`src/rtl/cla_pkg.sv`:
```
package cla_pkg;
  localparam int SLICE_W = 4;

  function automatic int slice_count(input int width);
    return (width + SLICE_W - 1) / SLICE_W;
  endfunction
endpackage

```
`src/rtl/cla_slice4.sv`:
```
module cla_slice4 (
  input  logic [3:0] op_a,
  input  logic [3:0] op_b,
  input  logic       c_in,
  output logic [3:0] sum,
  output logic [3:0] c_up,
  output logic       grp_p,
  output logic       grp_g
);
  logic [3:0] p;
  logic [3:0] g;
  logic [3:0] c_low;

  always_comb begin
    p = op_a ^ op_b;
    g = op_a & op_b;
    c_up[0] = g[0] | (p[0] & c_in);
    c_up[1] = g[1] | (p[1] & g[0]) | (p[1] & p[0] & c_in);
    c_up[2] = g[2] | (p[2] & g[1]) | (p[2] & p[1] & g[0])
            | (p[2] & p[1] & p[0] & c_in);
    c_up[3] = g[3] | (p[3] & g[2]) | (p[3] & p[2] & g[1])
            | (p[3] & p[2] & p[1] & g[0]) | (p[3] & p[2] & p[1] & p[0] & c_in);
    grp_p = p[3] & p[2] & p[1] & p[0];
    grp_g = g[3] | (p[3] & g[2]) | (p[3] & p[2] & g[1])
          | (p[3] & p[2] & p[1] & g[0]);
    c_low = {c_up[2:0], c_in};
    sum = p ^ c_low;
  end

  always_comb begin

    grp_pass_chk: assert (!grp_p || (c_up[3] == c_in));

    grp_gen_chk: assert (!grp_g || c_up[3]);
  end
endmodule

```
`src/rtl/cla_lookahead.sv`:
```
module cla_lookahead #(
  parameter int NG = 7
) (
  input  logic [NG-1:0] gp,
  input  logic [NG-1:0] gg,
  input  logic          c_in,
  output logic [NG:0]   gc
);
  always_comb begin
    gc[0] = c_in;
    for (int k = 1; k <= NG; k++) begin
      logic acc;
      logic chain;
      chain = c_in;
      for (int i = 0; i < k; i++) chain = chain & gp[i];
      acc = chain;
      for (int j = 0; j < k; j++) begin
        logic term;
        term = gg[j];
        for (int i = j + 1; i < k; i++) term = term & gp[i];
        acc = acc | term;
      end
      gc[k] = acc;
    end
  end
endmodule

```
`src/rtl/cla_adder.sv`:
```
module cla_adder #(
  parameter int WIDTH = 25
) (
  input  logic [WIDTH-1:0] add_a,
  input  logic [WIDTH-1:0] add_b,
  input  logic             carry_in,
  output logic [WIDTH-1:0] sum_out,
  output logic             carry_out
);
  import cla_pkg::*;

  localparam int NG   = slice_count(WIDTH);
  localparam int PW   = NG * SLICE_W;
  localparam int TOPB = WIDTH - SLICE_W * (NG - 1);

  logic [PW-1:0] a_pad;
  logic [PW-1:0] b_pad;
  logic [PW-1:0] s_pad;
  logic [NG-1:0] gp;
  logic [NG-1:0] gg;
  logic [NG:0]   gc;
  logic [3:0]    sl_c [NG];

  assign a_pad = PW'(add_a);
  assign b_pad = PW'(add_b);

  cla_lookahead #(.NG(NG)) la_i (
    .gp   (gp),
    .gg   (gg),
    .c_in (carry_in),
    .gc   (gc)
  );

  for (genvar s = 0; s < NG; s++) begin : g_slice
    cla_slice4 sl_i (
      .op_a  (a_pad[s*SLICE_W +: SLICE_W]),
      .op_b  (b_pad[s*SLICE_W +: SLICE_W]),
      .c_in  (gc[s]),
      .sum   (s_pad[s*SLICE_W +: SLICE_W]),
      .c_up  (sl_c[s]),
      .grp_p (gp[s]),
      .grp_g (gg[s])
    );
  end

  assign sum_out   = s_pad[WIDTH-1:0];
  assign carry_out = sl_c[NG-1][TOPB-1];

  always_comb begin

    sum_match_chk: assert ({carry_out, sum_out} ==
                           (({1'b0, add_a} + {1'b0, add_b}) + (WIDTH+1)'(carry_in)));
    for (int k = 1; k <= NG; k++) begin

      carry_agree_chk: assert (gc[k] == sl_c[k-1][3]);
    end
    for (int i = WIDTH; i < PW; i++) begin

      pad_sum_chk: assert (s_pad[i] == ((i == WIDTH) ? carry_out : 1'b0));
    end
  end
endmodule

```
`config.mk`:
```
export PLATFORM = sky130hd
export DESIGN_NAME = cla_adder
export DESIGN_NICKNAME = d
export VERILOG_FILES = /design/src/rtl/cla_pkg.sv /design/src/rtl/cla_slice4.sv /design/src/rtl/cla_lookahead.sv /design/src/rtl/cla_adder.sv
export SDC_FILE = /design/constraint.sdc
export NUM_CORES = 1
export LEC_CHECK = 0
export ABC_AREA = 1
export BUFFER_PORTS_ARGS = -buffer_cell sky130_fd_sc_hd__buf_2
export CAP_MARGIN = 25
export CORE_UTILIZATION = 47
export DETAILED_ROUTE_END_ITERATION = 10
export PLACE_DENSITY = 0.9
export SYNTH_ARGS = -nofsm -noshare
export SYNTH_HDL_FRONTEND = slang
export SYNTH_SLANG_ARGS = --single-unit
```
`constraint.sdc`:
```
create_clock -name vclk -period 2.8
set_input_delay 0.14 -clock vclk [all_inputs]
set_output_delay 0.14 -clock vclk [all_outputs]
set_load 0.1 [all_outputs]
```
==> flow_summary.json <==
{
  "outcome": "finished, final reports clean",
  "vdd_drop_max_v": 0.000503,
  "track_usage": 0.194,
  "worst_slew_pin_slew_ps": 499,
  "critical_path.max_fanout": 6,
  "seq_cells": 0,
  "drt_iter0_markers": 20,
  "min_period_over_period": 0.884,
  "critPathMaxStageDelay_ps": 490,
  "max-cap-violations": 0,
  "detailroute.via_count": 1303,
  "post_cts_resized": 0,
  "clock_network_fraction_of_design_power": 0,
  "relSlewSlack": 0.670,
  "internal_power_uw": 197,
  "yosys.area_share.xor_xnor": 0.118,
  "worst_ep_arrival_time_ps": 2340,
  "detail_route.drc_violations": 0,
  "nClkBuffers": 0,
  "grt_first_pass_wirelength_mm": 4.11,
  "maxSlewViolCount": 0,
  "sequential_cell_fraction_of_total_power": 0,
  "n_antenna_cell": 0,
  "finalWorstPathRequiredPeriod_ps": 2480,
  "core_sq_mm": 0.00221,
  "class_of_the_most_critical_setup_path": "input pin to output pin",
  "yosysWarnings": 0,
  "gp_routability_congestion": 0.825,
  "setup_viol_count_final": 0,
  "power.density_mw_per_mm2": 606,
  "synthesis.area_sq_mm": 0.00111,
  "synth.top_cell.area_share": 0.270,
  "synth.area.mux_share": 0,
  "dieWidth_um": 50.7,
  "layout.cells.most_common": "sky130_fd_sc_hd__buf_2",
  "placementRows": 17,
  "gr-total-overflow": 0,
  "route.top_layer_used": "met4",
  "netlist_top_cells_area": "sky130_fd_sc_hd__ha_1 27%, sky130_fd_sc_hd__fa_1 13%, sky130_fd_sc_hd__nand2_1 11%, sky130_fd_sc_hd__xor2_1 8.7%, sky130_fd_sc_hd__inv_1 7.4%",
  "cts_setup_buffers": 0,
  "final_cell_mix": "75 x sky130_fd_sc_hd__buf_2, 33 x sky130_fd_sc_hd__nand2_1, 24 x sky130_fd_sc_hd__ha_1, 22 x sky130_fd_sc_hd__inv_1, 15 x sky130_fd_sc_hd__nand3_1",
  "io_pins": 77,
  "m1WireLength_mm": 1.03,
  "post_drt_via_cell_ratio": 4.88,
  "critical_path.slowest_cell": "sky130_fd_sc_hd__fa_1",
  "postCtsHoldBufs": 0,
  "sw_frac_of_total": 0.796,
  "port_buffers": 77,
  "timing.critical_path.required_ps": 2660,
  "mappedNetlistNets": 244,
  "worst_setup_path_startpoint": "add_a[7]",
  "postSynthCellCount": 162,
  "hold_path_class": "input pin to output pin",
  "power.switching_uw": 768,
  "ys_seq_area_frac": 0,
  "fin_ws_ps": 325,
  "power_frac_comb": 1.000,
  "post_synth.cell_area_avg_sq_um": 6.87,
  "routed_wirelength_mm": 2.44,
  "synthSimpleGateAreaFrac": 0.333,
  "worst_slack_placed_ps": 345,
  "last_element_of_the_critical_path": "sum_out[20]",
  "firstDrtPassIters": 4,
  "synth_adder_area_share": 0.396,
  "reg_area_sq_um": 0,
  "fin_total_pwr_uw": 965,
  "grt_pass1_vias": 1107,
  "chipHeight_um": 50.7,
  "met3RoutedLength_um": 111,
  "wl_per_cell_um": 9.12,
  "synth_top_cell_by_area": "sky130_fd_sc_hd__ha_1",
  "nets": 323,
  "worstSetupEndpointType": "output pin",
  "number_of_antenna_violations_at_the_first_check_in_global_routing": 0,
  "dominant_combinational_cell_family_by_area_after_synthesis": "adder cells",
  "grt_max_degree": 7,
  "total_die_area_sq_mm": 0.00257,
  "unrepaired_setup_endpoints_after_global_routing": "false",
  "series_of_cell_instances_along_the_critical_path": "buf_2 -> ha_1 -> a21oi_1 -> nand3_1 -> nand2_1 -> nor2_1 -> nor2_1 -> nand3_2 -> nand2_2 -> nand2_4 -> fa_1 -> buf_2",
  "cp-start-kind": "input pin",
  "hold_ws_ps": 818,
  "wl_met2_mm": 1.28,
  "place_hpwl_mm": 2.28,
  "drtAntennaViolNets": 0,
  "p_leak_uw": 0.000952,
  "area_growth_pct": 43.2,
  "synth_compound_area_frac": 0.0787,
  "post_route_cells_drive_above_1_share": 0.393,
  "place_area_sq_mm": 0.00159,
  "netlist-cell-type-count": 20,
  "hold_viol": 0,
  "start_util": 0.503,
  "max_freq_mhz": 404,
  "final_area_sq_mm": 0.00159
}
==> stage by stage <==
| stage | utilization | TNS [ps] | cells |
|---|---|---|---|
| floorplan | - | -223 | 162 |
| global placement | 0.720 | 0 | 267 |
| detailed placement | 0.720 | 0 | 267 |
| CTS | 0.720 | 0 | 267 |
| global route | 0.720 | 0 | 267 |
| finish | 0.720 | 0 | 267 |
==> cells in the mapped netlist <==
library cell	number
sky130_fd_sc_hd__nor2_2	4
sky130_fd_sc_hd__or2_2	1
sky130_fd_sc_hd__ha_1	24
sky130_fd_sc_hd__o21bai_1	1
sky130_fd_sc_hd__nand4_1	5
sky130_fd_sc_hd__a41oi_1	1
sky130_fd_sc_hd__xnor2_1	4
sky130_fd_sc_hd__nand3_1	15
sky130_fd_sc_hd__a21oi_1	12
sky130_fd_sc_hd__fa_1	7
sky130_fd_sc_hd__a31oi_1	1
sky130_fd_sc_hd__nand2_1	33
sky130_fd_sc_hd__xor2_1	11
sky130_fd_sc_hd__nand3_2	2
sky130_fd_sc_hd__nand2_2	5
sky130_fd_sc_hd__nor2_1	11
sky130_fd_sc_hd__o21ai_1	1
sky130_fd_sc_hd__inv_1	22
sky130_fd_sc_hd__nand2_4	1
sky130_fd_sc_hd__nor3_1	1
==> cell families after synthesis <==
group / after synthesis
adders and majority gates: 31
AOI/OAI and AO/OA: 16
buffers and inverters: 22
xor gates and xnor gates: 15
and+or+nand+nor: 78
==> cell type report <==
type                            instances  area (sq um)
Tap cell                               28          35.0
Inverter                               22          82.6
Multi-Input combinational cell        140          1060
Timing Repair Buffer                   77           415
Fill cell                             207           619
==> routing by layer <==
metal,GRT usage,up-vias
met2,0.389,40
met3,0.00606,2
met5,0,-
met1,0.232,568
li1,-,693
met4,0.0185,0
==> worst max-delay path: cells and delay by family <==
kind            cells  cell delay, ps
compound gates      1             170
simple gates        7             640
buf+inv             2             520
fa+ha+maj           2             860
==> power by group through the flow <==
stage	Combinational [uW]	Sequential, uW	Clock (uW)
2_1_floorplan	814	0	0
3_3_place_gp	959	0	0
3_5_place_dp	967	0	0
4_1_cts	968	0	0
5_1_grt	1010	0	0
6_report	965	0	0
==> worst min path at each step <==
stage               startpoint          end  slack (ps)  cells past startpoint
finish               add_b[24]  sum_out[24]         820                      5
global placement     add_b[24]  sum_out[24]         820                      5
CTS                  add_b[24]  sum_out[24]         820                      5
floorplan            add_b[20]  sum_out[21]         810                      2
global route         add_b[24]  sum_out[24]         860                      5
detailed placement   add_b[24]  sum_out[24]         820                      5
No activity file was read; power rests on OpenSTA's default activity.
